<file path="src/rtl/rtc_xfer_pkg.sv">
package rtc_xfer_pkg;

    localparam int RTC_NREG    = 20;
    localparam int RTC_NCLK    = 8;
    localparam int RTC_DW      = 8;
    localparam int RTC_HT_ADDR = 12;
    localparam int RTC_HT_BIT  = 6;

    // Step a register index forward, wrapping at the end of the map.
    function automatic int wrap_inc(int a, int n);
        return (a >= n - 1) ? 0 : a + 1;
    endfunction

    // Clamp an out-of-map address to zero.
    function automatic int clamp_addr(int a, int n);
        return (a < n) ? a : 0;
    endfunction

    // Control bits passed from the hold logic to the register bank.
    typedef struct packed {
        logic xfer;
        logic ht;
    } xfer_ctl_t;

endpackage

</file>
<file path="src/rtl/rtc_addr_ptr.sv">
module rtc_addr_ptr
    import rtc_xfer_pkg::*;
#(
    parameter int NREG = RTC_NREG,
    parameter int AW   = $clog2(NREG)
) (
    input  logic          clk,
    input  logic          rst,
    input  logic          load,
    input  logic [AW-1:0] load_val,
    input  logic          adv,
    output logic [AW-1:0] ptr
);

    always_ff @(posedge clk) begin
        if (rst)
            ptr <= '0;
        else if (load)
            ptr <= AW'(clamp_addr(int'(load_val), NREG));
        else if (adv)
            ptr <= AW'(wrap_inc(int'(ptr), NREG));
    end

    // pointer never leaves the map
    a_r2_in_range: assert property (@(posedge clk) disable iff (rst)
        int'(ptr) < NREG);

    // last address wraps to zero on a sequential step
    a_r2_wrap: assert property (@(posedge clk) disable iff (rst)
        (int'(ptr) == NREG - 1 && adv && !load) |=> (ptr == '0));

endmodule

</file>
<file path="src/rtl/rtc_hold_ctrl.sv">
module rtc_hold_ctrl
    import rtc_xfer_pkg::*;
#(
    parameter int NCLK = RTC_NCLK,
    parameter int AW   = 5
) (
    input  logic          clk,
    input  logic          rst,
    input  logic [AW-1:0] ptr,
    input  logic          rd_en,
    input  logic          bus_stop,
    input  logic          inc_pulse,
    input  logic          pwr_fail,
    input  logic          ht_wr,
    input  logic          ht_wdata,
    output xfer_ctl_t     ctl
);

    logic sess_q;
    logic pend_q;
    logic ht_q;
    logic ptr_clk;
    logic hold;
    logic xfer;

    assign ptr_clk = int'(ptr) < NCLK;
    assign hold    = ptr_clk && (rd_en || (sess_q && !bus_stop));
    assign xfer    = (inc_pulse || pend_q) && !hold && !ht_q;

    assign ctl.xfer = xfer;
    assign ctl.ht   = ht_q;

    always_ff @(posedge clk) begin
        if (rst) begin
            sess_q <= 1'b0;
            pend_q <= 1'b0;
            ht_q   <= 1'b0;
        end else begin
            if (bus_stop)
                sess_q <= 1'b0;
            else if (rd_en)
                sess_q <= 1'b1;

            if (xfer)
                pend_q <= 1'b0;
            else if (inc_pulse)
                pend_q <= 1'b1;

            if (pwr_fail)
                ht_q <= 1'b1;
            else if (ht_wr)
                ht_q <= ht_wdata;
        end
    end

    // power failure always raises the halt flag
    a_r7_ht_set: assert property (@(posedge clk) disable iff (rst)
        pwr_fail |=> ht_q);

    // an increment that was not transferred is remembered
    a_r6_pend_set: assert property (@(posedge clk) disable iff (rst)
        (inc_pulse && !xfer) |=> pend_q);

    // a read session closes on a stop event
    a_r5_sess_close: assert property (@(posedge clk) disable iff (rst)
        bus_stop |=> !sess_q);

endmodule

</file>
<file path="src/rtl/rtc_reg_bank.sv">
module rtc_reg_bank
    import rtc_xfer_pkg::*;
#(
    parameter int NREG    = RTC_NREG,
    parameter int NCLK    = RTC_NCLK,
    parameter int DW      = RTC_DW,
    parameter int HT_ADDR = RTC_HT_ADDR,
    parameter int HT_BIT  = RTC_HT_BIT,
    parameter int AW      = $clog2(NREG)
) (
    input  logic               clk,
    input  logic               rst,
    input  logic [AW-1:0]      ptr,
    input  logic               wr_en,
    input  logic [DW-1:0]      wr_data,
    input  logic               inc_pulse,
    input  logic [NCLK*DW-1:0] cnt_next,
    input  xfer_ctl_t          ctl,
    output logic [NCLK*DW-1:0] int_time,
    output logic [DW-1:0]      rd_data
);

    localparam int NST = NREG - NCLK;

    logic [NCLK-1:0][DW-1:0] user_q, user_n;
    logic [NCLK-1:0][DW-1:0] int_q, int_n;
    logic [NST-1:0][DW-1:0]  st_q;
    logic                    wr_clk;

    assign wr_clk = wr_en && (int'(ptr) < NCLK);

    always_comb begin
        for (int i = 0; i < NCLK; i++) begin
            int_n[i]  = inc_pulse ? cnt_next[i*DW +: DW] : int_q[i];
            user_n[i] = ctl.xfer ? int_n[i] : user_q[i];
            if (wr_clk && ptr == AW'(i)) begin
                int_n[i]  = wr_data;
                user_n[i] = wr_data;
            end
        end
        if (wr_clk) begin
            int_n[0]  = '0;
            user_n[0] = '0;
        end
    end

    always_ff @(posedge clk) begin
        if (rst) begin
            user_q <= '0;
            int_q  <= '0;
            st_q   <= '0;
        end else begin
            user_q <= user_n;
            int_q  <= int_n;
            for (int j = 0; j < NST; j++)
                if (wr_en && ptr == AW'(NCLK + j))
                    st_q[j] <= wr_data;
        end
    end

    assign int_time = int_q;

    always_comb begin
        rd_data = '0;
        for (int i = 0; i < NCLK; i++)
            if (ptr == AW'(i))
                rd_data = user_q[i];
        for (int j = 0; j < NST; j++)
            if (ptr == AW'(NCLK + j)) begin
                rd_data = st_q[j];
                if (NCLK + j == HT_ADDR)
                    rd_data[HT_BIT] = ctl.ht;
            end
    end

    // after a transfer both copies agree
    a_r4_copies_match: assert property (@(posedge clk) disable iff (rst)
        ctl.xfer |=> (user_q == int_q));

    // a clock write leaves the sub-second byte at zero in both copies
    a_r8_sub_clear: assert property (@(posedge clk) disable iff (rst)
        wr_clk |=> (user_q[0] == '0 && int_q[0] == '0));

    // without a transfer or clock write the user copy holds
    a_r5_user_frozen: assert property (@(posedge clk) disable iff (rst)
        (!ctl.xfer && !wr_clk) |=> $stable(user_q));

endmodule

</file>
<file path="src/rtl/rtc_xfer_ctrl.sv">
module rtc_xfer_ctrl
    import rtc_xfer_pkg::*;
#(
    parameter int NREG    = RTC_NREG,
    parameter int NCLK    = RTC_NCLK,
    parameter int DW      = RTC_DW,
    parameter int HT_ADDR = RTC_HT_ADDR,
    parameter int HT_BIT  = RTC_HT_BIT,
    localparam int AW     = $clog2(NREG)
) (
    input  logic               clk,
    input  logic               rst,
    input  logic               addr_load,
    input  logic [AW-1:0]      addr_in,
    input  logic               rd_en,
    input  logic               wr_en,
    input  logic [DW-1:0]      wr_data,
    input  logic               bus_stop,
    output logic [DW-1:0]      rd_data,
    input  logic               inc_pulse,
    input  logic [NCLK*DW-1:0] cnt_next,
    output logic [NCLK*DW-1:0] int_time,
    input  logic               pwr_fail
);

    logic [AW-1:0] ptr;
    logic          ht_wr;
    xfer_ctl_t     ctl;

    assign ht_wr = wr_en && (ptr == AW'(HT_ADDR));

    rtc_addr_ptr #(.NREG(NREG), .AW(AW)) u_ptr (
        .clk      (clk),
        .rst      (rst),
        .load     (addr_load),
        .load_val (addr_in),
        .adv      (rd_en || wr_en),
        .ptr      (ptr)
    );

    rtc_hold_ctrl #(.NCLK(NCLK), .AW(AW)) u_hold (
        .clk       (clk),
        .rst       (rst),
        .ptr       (ptr),
        .rd_en     (rd_en),
        .bus_stop  (bus_stop),
        .inc_pulse (inc_pulse),
        .pwr_fail  (pwr_fail),
        .ht_wr     (ht_wr),
        .ht_wdata  (wr_data[HT_BIT]),
        .ctl       (ctl)
    );

    rtc_reg_bank #(
        .NREG(NREG), .NCLK(NCLK), .DW(DW),
        .HT_ADDR(HT_ADDR), .HT_BIT(HT_BIT), .AW(AW)
    ) u_bank (
        .clk       (clk),
        .rst       (rst),
        .ptr       (ptr),
        .wr_en     (wr_en),
        .wr_data   (wr_data),
        .inc_pulse (inc_pulse),
        .cnt_next  (cnt_next),
        .ctl       (ctl),
        .int_time  (int_time),
        .rd_data   (rd_data)
    );

    // halt flag blocks every transfer
    a_r7_ht_blocks: assert property (@(posedge clk) disable iff (rst)
        ctl.ht |-> !ctl.xfer);

endmodule

</file>
<file path="config.mk">
export PLATFORM = sky130hd
export DESIGN_NAME = rtc_xfer_ctrl
export DESIGN_NICKNAME = d
export VERILOG_FILES = /design/src/rtl/rtc_xfer_pkg.sv /design/src/rtl/rtc_addr_ptr.sv /design/src/rtl/rtc_hold_ctrl.sv /design/src/rtl/rtc_reg_bank.sv /design/src/rtl/rtc_xfer_ctrl.sv
export SDC_FILE = /design/constraint.sdc
export NUM_CORES = 1
export LEC_CHECK = 0
export BUFFER_PORTS_ARGS = -buffer_cell sky130_fd_sc_hd__buf_2
export CAP_MARGIN = 20
export CORE_UTILIZATION = 58
export CTS_CLUSTER_DIAMETER = 50
export DETAILED_ROUTE_END_ITERATION = 10
export PLACE_DENSITY = 0.88
export SLEW_MARGIN = 30
export SYNTH_ARGS = -nofsm -noshare
export SYNTH_HDL_FRONTEND = slang
export SYNTH_SLANG_ARGS = --single-unit
</file>
<file path="constraint.sdc">
create_clock -name clk -period 3.1 [get_ports clk]
set_clock_uncertainty 0.05 [all_clocks]
set_input_delay 0.155 -clock clk [delete_from_list [all_inputs] [get_ports clk]]
set_output_delay 0.155 -clock clk [all_outputs]
set_load 0.005 [all_outputs]
</file>
==> impl_metrics.toml, run 1 <==
[sta]
tightestPinTransition_ps = 859
hold_viol = 2
fin_crit_sh_pct = 97.6
fmax_ghz = 0.331
setup_tns_ps = 0
maxSlewViolCount = 0
relSlewSlack_pct = 42.7
final.min_clock_period_ps = 3020
setup_violations = 0
holdWs_ps = -0.626

[floorplanning]
dieHeight_um = 143
initial_utilization_pct = 59.4
io_pins = 157
dieArea_sq_mm = 0.0206
row_count = 51
core_area_sq_mm = 0.0195
chipWidth_um = 143

[logic_synthesis]
synth-compound-area-share_pct = 24.4
async_reset_ff_share_pct = 0
synth_fp_nets = 1589
yosys_warnings = 0
ys_top_cells_by_count = "nand2_1, dfxtp_1, a21oi_1, nor2_1, nand3_1"
synth_top_family_by_area = "compound AO/OA/AOI/OAI gates"
synth.cell_area_sq_mm = 0.0116
synthAdderAreaFrac_pct = 0.540
synth-simple-area-share_pct = 23.2
synthXorXnorAreaFrac_pct = 0.0756
seq_area_frac_synth_pct = 39.9
synthCells = 1499
ys_types = 66
synthFlopType = "dfxtp_1"
synthMuxAreaShare_pct = 5.61
synth_area_leaders = "dfxtp_1, a21oi_1, nand2_1"
synth.most_common_cell = "nand2_1"
synth_edf_count = 0
synth_top_area_share_pct = 39.9
ys_seq_elements = 231
syn_avg_cell_area_sq_um = 7.73
synth.largest_area_cell = "dfxtp_1"

[grt]
grt_pass1_vias = 10900
grt_usage_pct = 36.2
antenna_found_initial = 0
grt_first_pass_wirelength_um = 58200
gr-total-overflow = 0
grt_max_degree = 165

[clock_network]
cts_buffers = 25
path_clk_slew_ps = 60
root_buffer = "clkbuf_16"
cts_tree = "built"
cts_max_level = 1
clk_path_buf_depth = 3
insertion_delay_ps = 530
clock-sinks = 231

[power_and_ir_drop]
finalPower_mw = 7.78
leakage_nw = 5.43
p_per_area_mw_per_mm2 = 555
ir_drop_v = 0.000389

[critical_path]
critPathBufInv = 4
worstPathArrival_ps = 2820
start_kind = "register"
cp_slowest_cell = "dfxtp_4"
crit_path_max_fanout = 11
path_cells = "inv_2 > ha_4 > clkbuf_4 > and4bb_1 > buf_4 > nand2_1 > nand3_1 > a211oi_1 > a21o_1 > a221oi_2 > buf_2"
cp_top_family = "buffers and inverters"
cp.required_ps = 2890
worstSetupEndpointType = "output pin"
max_stage_delay_ps = 380
critical_path_class = "register to output pin"

[placed_design]
hpwl_um = 24700
place_congestion = 0.980
place_area_sq_mm = 0.0126
port_buffers = 156

[finish]
num-nets-final = 1712
drive_above_1_share_pct = 18.9
finish.instance_area_sq_mm = 0.0140
n_antenna_cell = 0
syn_to_final_growth_pct = 20.9

[route]
wirelength_um = 39000
via_per_inst = 6.42
drc_errors = 0
vias = 12200
dr.first_iter.drc_count = 1317
ant_nets = 0
wl_per_cell_um = 20.5
first_pass_iters = 6

[outcome]
status = "finished, violations left"
violations = "hold timing"

[flow_run]
drv_cap = 0

[min_path]
worstHoldPathType = "input pin to register"
-- flip-flops by register name (all words and copies together) (netlist names) --
signal and count:
u_hold.ht_q 1, u_hold.sess_q 1, u_ptr.ptr 5, u_bank.st_q 95
u_hold.pend_q 1, u_bank.user_q 64, u_bank.int_time 64
-- tightest hold or removal path, cell delays in order --
cell and delay, ps:
buf_2 70, mux2i_1 80, a211oi_1 220
-- cell type report --
| type | instances | area [sq um] |
|---|---|---|
| flip-flops and latches | 231 | 4640 |
| well taps | 265 | 332 |
| inverters | 17 | 71.3 |
| clock inverters | 12 | 208 |
| repair buffers | 250 | 1660 |
| fillers | 1471 | 5510 |
| multi-input cells | 1097 | 6410 |
| clock buffers | 31 | 698 |
-- final timing paths --
check,from,end,slack [ps],cells after the start
min,cnt_next[43],u_bank.int_time[43]$_SDFF_PP0_,-0.6,3
max reg2reg,u_ptr.ptr[3]$_SDFFE_PP0P_,u_bank.user_q[8]$_SDFFE_PP0P_,660,6
min reg2reg,u_bank.st_q[59]$_SDFFE_PP0P_,u_bank.st_q[59]$_SDFFE_PP0P_,400,2
max,u_ptr.ptr[1]$_SDFFE_PP0P_,rd_data[7],80,11
-- cell families (layout without fill, tap and decap cells) --
group           after synthesis  after routing
compound gates              440            440
xor+xnor                      1              1
fa+ha+maj                     5              5
buf+inv                     171            310
flops                       231            231
mux                          65             65
simple gates                586            586
-- layer usage --
layer	global-route usage [%]	wire, um	vias up
met2	58.4	17700	800
met4	17.9	2030	0
met5	0	0	-
met1	47.9	15300	5659
li1	-	-	5583
met3	4.57	3970	168
-- report_power, final --
part,switching [mW],internal (mW),total [mW]
Sequential,0.129,3.13,3.25
Clock,1.24,2.02,3.26
Combinational,0.737,0.524,1.26
Total,2.11,5.67,7.78
-- timing repair --
action                                  CTS  global route
gates cloned                              0             1
hold endpoints to repair                 28             0
setup buffers                             0             8
hold buffers                             28             0
endpoints found under the setup margin    8             8
pin swaps                                 1             8
resized for setup                        15            29
-- placed cells by master (no fill, tap or decap), types with 4 or more instances in the layout --
| cell | Yosys | final |
|---|---|---|
| a211oi_1 | 75 | 74 |
| a21o_1 | 6 | 6 |
| a21oi_1 | 194 | 193 |
| a221o_1 | 4 | 4 |
| a221oi_1 | 11 | 9 |
| a221oi_2 | 2 | 4 |
| a31oi_1 | 6 | 5 |
| a32oi_1 | 6 | 6 |
| and3_1 | 9 | 9 |
| buf_12 | 0 | 5 |
| buf_2 | 49 | 154 |
| buf_4 | 6 | 58 |
| bufinv_16 | 0 | 5 |
| clkbuf_16 | 0 | 26 |
| clkbuf_8 | 0 | 5 |
| clkinvlp_4 | 0 | 4 |
| dfxtp_1 | 231 | 227 |
| dlygate4sd3_1 | 0 | 28 |
| ha_4 | 0 | 5 |
| inv_1 | 17 | 13 |
| mux2i_1 | 65 | 65 |
| nand2_1 | 256 | 256 |
| nand2b_1 | 13 | 13 |
| nand3_1 | 117 | 116 |
| nand3b_1 | 12 | 12 |
| nor2_1 | 120 | 120 |
| nor2b_1 | 14 | 13 |
| nor3_1 | 11 | 10 |
| o211ai_1 | 65 | 65 |
| o21ai_0 | 30 | 29 |
| o221ai_1 | 5 | 5 |
| o22ai_1 | 7 | 7 |
| or3_1 | 4 | 4 |
-- through the flow --
| step | worst slack (ps) | utilization, % | cells |
|---|---|---|---|
| floorplan | 330 | - | 1499 |
| global placement | 240 | 64.3 | 1823 |
| detailed placement | 262 | 64.3 | 1823 |
| CTS | -51.0 | 70.6 | 1894 |
| global route | -24.3 | 71.8 | 1903 |
| finish | 75.4 | 71.8 | 1903 |
Power figures use the tool's default switching activity.
==> run 2, diff against run 1 <==
--- a/config.mk
+++ b/config.mk
@@ -5,9 +5,10 @@
 export SDC_FILE = /design/constraint.sdc
 export NUM_CORES = 1
 export LEC_CHECK = 0
+export ABC_AREA = 1
 export BUFFER_PORTS_ARGS = -buffer_cell sky130_fd_sc_hd__buf_2
 export CAP_MARGIN = 20
-export CORE_UTILIZATION = 58
+export CORE_UTILIZATION = 57
 export CTS_CLUSTER_DIAMETER = 50
 export DETAILED_ROUTE_END_ITERATION = 10
 export PLACE_DENSITY = 0.88
==> impl_metrics.toml, run 2 <==
[finish]
final_cells = 1954
largest_register_ffs = 95
regMostFlops = "u_bank.st_q"
num-nets-final = 1799
utilization_pct = 70.5
layout.cells.most_common = "o21ai_0"
final_cell_mix = "o21ai_0, nand2_1, dfxtp_1"
syn_to_final_growth_pct = 20.3
drive_above_1_share_pct = 17.8
n_antenna_cell = 0

[logic_synthesis]
synth_fp_nets = 1659
synth-simple-area-share_pct = 24.2
yosys_warnings = 0
synth_top_family_by_area = "simple AND/OR/NAND/NOR gates"
ys_types = 35
ys_top_cells_by_count = "o21ai_0, nand2_1, dfxtp_1, nor2_1, a21oi_1"
synthMuxAreaShare_pct = 0
synth.most_common_cell = "o21ai_0"
synthCells = 1569
synthXorXnorAreaFrac_pct = 0.0823
synthFlopType = "dfxtp_1"
async_reset_ff_share_pct = 0
synth-compound-area-share_pct = 22.5
synthAdderAreaFrac_pct = 0.588
seq_area_frac_synth_pct = 43.5
syn_avg_cell_area_sq_um = 6.78
synth_edf_count = 0
synth.largest_area_cell = "dfxtp_1"
synth.cell_area_sq_mm = 0.0106
ys_seq_elements = 231
synth_area_leaders = "dfxtp_1, o21ai_0, nand2_1"
synth_top_area_share_pct = 43.5

[floorplanning]
core_area_sq_mm = 0.0181
dieArea_sq_mm = 0.0192
chipWidth_um = 139
row_count = 49
dieHeight_um = 139
io_pins = 157
initial_utilization_pct = 58.6

[sta]
grt_setup_unrepaired = "true"
tightestPinTransition_ps = 808
fin_ws_ps = -332
final.min_clock_period_ps = 3430
relSlewSlack_pct = 46.0
fmax_ghz = 0.291
hold_viol = 0
setup_violations = 10
setup_tns_ps = -1980
maxSlewViolCount = 0
fin_crit_sh_pct = 111

[route]
ant_nets = 0
wirelength_um = 34800
first_pass_iters = 10
dr.first_iter.drc_count = 1413
via_per_inst = 5.97
vias = 11700
wl_per_cell_um = 17.8
drc_errors = 5

[grt]
grt_usage_pct = 33.1
grt_pass1_vias = 10400
met2_usage_pct = 53.3
gr-total-overflow = 0
grt_first_pass_wirelength_um = 51900
top_usage_layer = "met2"
grt_max_degree = 65
met3_usage_pct = 5.35
grtUsageMet1_pct = 44.6
antenna_found_initial = 0

[critical_path]
crit_top_cell = "nand2_1"
worstSetupStartpoint = "u_ptr.ptr[0]$_SDFFE_PP0P_"
r2r_start = "u_ptr.ptr[4]$_SDFFE_PP0P_"
cp_slowest_cell = "dfxtp_4"
crit_path_max_fanout = 8
start_kind = "register"
worstSetupEndpointType = "output pin"
cp.required_ps = 2890
max_stage_delay_ps = 380
worstPathArrival_ps = 3230
critical_path_class = "register to output pin"

[power_and_ir_drop]
p_per_area_mw_per_mm2 = 578
finalPower_mw = 7.40
leakage_nw = 5.46
ir_drop_v = 0.000363

[clock_network]
root_buffer = "clkbuf_16"
cts_max_level = 1
path_clk_slew_ps = 60
insertion_delay_ps = 520
cts_tree = "built"
clock-sinks = 231
cts_buffers = 24
clk_path_buf_depth = 3

[min_path]
hold_start = "cnt_next[32]"
worstHoldPathType = "input pin to register"

[placed_design]
dp_cells = 1874
port_buffers = 156
hpwl_um = 20400
place_congestion = 0.979

[outcome]
status = "finished, violations left"
violations = "DRC, setup timing"

[flow_run]
drv_cap = 0
-- run 2: stage by stage --
| stage | hold WS, ps | setup WS, ps | area (sq um) |
|---|---|---|---|
| global placement | 287 | 384 | 11400 |
| CTS | 14.7 | -89.4 | 12600 |
| floorplan | 184 | 857 | 10600 |
| global route | 73.2 | -438 | 12800 |
| detailed placement | 290 | 347 | 11400 |
| finish | 35.3 | -332 | 12800 |
-- run 2: worst max-delay path, delay by kind of cell (launching register included) --
| kind | cells | cell delay, ps |
|---|---|---|
| AOI/OAI and AO/OA | 2 | 240 |
| DFF | 1 | 380 |
| and+or+nand+nor | 20 | 1570 |
| buffers and inverters | 3 | 370 |
| adders and majority gates | 1 | 170 |
-- run 2: metal layers --
layer,wire length [um],share of wire [%]
met2,15300,44
met1,13600,39
met3,4000,11
met4,1900,5.5
met5,0,0
-- run 2: final timing paths --
check / endpoint / slack (ps) / cells past startpoint
max: rd_data[5] / -330 / 26
min: u_bank.int_time[32]$_SDFF_PP0_ / 40 / 5
max reg2reg: u_bank.user_q[19]$_SDFFE_PP0P_ / -70 / 6
min reg2reg: u_bank.st_q[1]$_SDFFE_PP0P_ / 400 / 2
-- run 2: layout make-up --
type / count / area (sq um)
Clock buffer: 30 / 654
Inverter: 154 / 598
Fill cell: 1359 / 5350
Sequential cell: 231 / 4640
Clock inverter: 12 / 129
Multi-Input combinational cell: 1089 / 5240
Tap cell: 229 / 287
Timing Repair Buffer: 209 / 1250
-- run 2: cell families (layout without fill, tap and decap cells) --
kind of cell / Yosys count / after routing
and+or+nand+nor: 616 / 617
DFF: 231 / 231
AOI/OAI and AO/OA: 466 / 466
xor gates and xnor gates: 1 / 1
buffers and inverters: 250 / 405
adders and majority gates: 5 / 5
-- run 2: what timing repair did --
action | 4_1_cts | 5_1_grt
buffers inserted | 10 | 7
hold endpoints to repair | 16 | 0
hold buffers | 20 | 0
gates resized for setup | 35 | 37
endpoints found under the setup margin | 8 | 13
cloned | 1 | 0
pin swaps | 20 | 33
-- run 2: report_power, final --
part | leakage, nW | switching [mW] | internal [mW] | total [mW]
registers | 1.90 | 0.135 | 3.16 | 3.29
logic | 3.19 | 0.780 | 0.429 | 1.21
clock network | 0.378 | 1.22 | 1.67 | 2.90
==> run 3, diff against run 2 <==
--- a/config.mk
+++ b/config.mk
@@ -5,13 +5,13 @@
 export SDC_FILE = /design/constraint.sdc
 export NUM_CORES = 1
 export LEC_CHECK = 0
-export ABC_AREA = 1
 export BUFFER_PORTS_ARGS = -buffer_cell sky130_fd_sc_hd__buf_2
 export CAP_MARGIN = 20
-export CORE_UTILIZATION = 57
+export CORE_UTILIZATION = 60
+export CTS_BUF_LIST = sky130_fd_sc_hd__clkbuf_2 sky130_fd_sc_hd__clkbuf_4 sky130_fd_sc_hd__clkbuf_8
 export CTS_CLUSTER_DIAMETER = 50
 export DETAILED_ROUTE_END_ITERATION = 10
-export PLACE_DENSITY = 0.88
+export PLACE_DENSITY = 0.91
 export SLEW_MARGIN = 30
 export SYNTH_ARGS = -nofsm -noshare
 export SYNTH_HDL_FRONTEND = slang
==> impl_metrics.toml, run 3 (synthesis results as in run 1) <==
[floorplanning]
chipWidth_um = 141
dieHeight_um = 141
io_pins = 157
initial_utilization_pct = 61.5
row_count = 50
dieArea_sq_mm = 0.0199
core_area_sq_mm = 0.0188

[sta]
tightestPinTransition_ps = 815
fmax_ghz = 0.328
setup_violations = 0
maxSlewViolCount = 0
grt_setup_unrepaired = "true"
relSlewSlack_pct = 45.7
fin_crit_sh_pct = 98.3
final.min_clock_period_ps = 3050
hold_viol = 0

[route]
wirelength_um = 37600
vias = 12100
ant_nets = 0
first_pass_iters = 7
wl_per_cell_um = 19.7
dr.first_iter.drc_count = 1371
via_per_inst = 6.35
drc_errors = 0

[critical_path]
reg2reg_slack_ps = 560
crit_path_max_fanout = 24
critical_path_class = "register to output pin"
r2r_cells = 5
worstSetupEndpointType = "output pin"
start_kind = "register"
r2r_start = "u_ptr.ptr[3]$_SDFFE_PP0P_"
cp-endpoint = "rd_data[4]"
worstSetupStartpoint = "u_ptr.ptr[3]$_SDFFE_PP0P_"
cp.required_ps = 2890
worstPathArrival_ps = 2840
r2r-end = "u_bank.int_time[14]$_SDFF_PP0_"

[finish]
utilization_pct = 72.8
regMostFlops = "u_bank.st_q"
layout.cells.most_common = "nand2_1"
num-nets-final = 1709
finish.instance_area_sq_mm = 0.0137
n_antenna_cell = 0
drive_above_1_share_pct = 19.7
largest_register_ffs = 95
final_cells = 1903
syn_to_final_growth_pct = 18.3
final_cell_mix = "nand2_1, dfxtp_1, a21oi_1"

[clock_network]
cts_buffers = 37
cts_max_level = 2
cts_tree = "built"
root_buffer = "clkbuf_8"
insertion_delay_ps = 520
path_clk_slew_ps = 60
clk_path_buf_depth = 3
clock-sinks = 231

[placed_design]
port_buffers = 156
hpwl_um = 24400
place_area_sq_mm = 0.0125
place_congestion = 1.06
dp_cells = 1814

[min_path]
worstHoldPathCells = 3
worstHoldPathType = "input pin to register"

[grt]
grt_pass1_vias = 10900
antenna_found_initial = 0
grt_first_pass_wirelength_um = 57800
grt_max_degree = 104
grt_usage_pct = 36.8
gr-total-overflow = 0

[outcome]
status = "complete, no violations"

[flow_run]
drv_cap = 0

[power_and_ir_drop]
p_per_area_mw_per_mm2 = 522
ir_drop_v = 0.000311
leakage_nw = 5.32
==> run 3: cell types whose count changed in the layout (fill, tap and decap cells not counted), sizes merged, moves of 26 or more <==
cell / previous run / this run
a21oi: 147 / 194
nor2: 235 / 122
inv: 154 / 17
mux2i: 0 / 65
clkbuf: 30 / 60
a211oi: 0 / 75
o21ai: 290 / 30
nand3: 91 / 117
o211ai: 4 / 65
==> run 3: critical path: stages (launching register included) <==
cell and delay [ps]:
dfxtp_2 650, or3b_1 610, a21o_1 240, nand3_1 90, o31ai_2 90, o41ai_2 390
a221oi_2 100, buf_2 150
==> run 3: routing by layer <==
| layer | wire length [um] | vias to the layer above | global-route usage [%] |
|---|---|---|---|
| met5 | 0 | - | 0 |
| met4 | 1500 | 0 | 17.8 |
| met3 | 3900 | 129 | 7.40 |
| met2 | 17000 | 803 | 58.6 |
| met1 | 15200 | 5578 | 47.9 |
| li1 | - | 5583 | - |
==> run 3: worst min-delay path by stage <==
stage / from / endpoint / slack [ps]
5_1_grt: cnt_next[45] / u_bank.int_time[45]$_SDFF_PP0_ / 10
4_1_cts: cnt_next[45] / u_bank.int_time[45]$_SDFF_PP0_ / 0.7
3_5_place_dp: bus_stop / u_hold.sess_q$_SDFFE_PP0P_ / 310
6_report: cnt_next[45] / u_bank.int_time[45]$_SDFF_PP0_ / 7
3_3_place_gp: bus_stop / u_hold.sess_q$_SDFFE_PP0P_ / 290
2_1_floorplan: bus_stop / u_hold.sess_q$_SDFFE_PP0P_ / 180
==> run 3: per-stage QoR <==
step	setup WS (ps)	power [mW]	TNS, ps	hold slack (ps)
floorplan	330	4.01	0	184
global placement	235	4.40	0	294
detailed placement	137	4.43	0	305
CTS	5.69	7.09	0	0.708
global route	-29.1	7.40	-44.5	12.7
finish	51.4	7.16	0	7.23
==> run 3: what timing repair did <==
item | CTS | global route
hold endpoints to repair | 56 | 0
pin swaps | 1 | 7
gates resized for setup | 25 | 18
setup buffers | 0 | 4
cloned | 0 | 1
hold buffers | 21 | 0
setup endpoints to repair | 8 | 6
==> run 3: cell type report <==
cell class,count,area (sq um)
flip-flops and latches,231,4630
inverters,17,66.3
repair buffers,235,1560
multi-input cells,1097,6370
fillers,1385,5120
clock buffers,59,699
clock inverters,4,47.5
well taps,260,325
==> run 3: power by group <==
part           total (mW)  switching, mW  internal, mW
Combinational        1.24          0.719         0.518
Sequential           3.25          0.126          3.13
Clock                2.67           1.16          1.51
Total                7.16           2.01          5.15
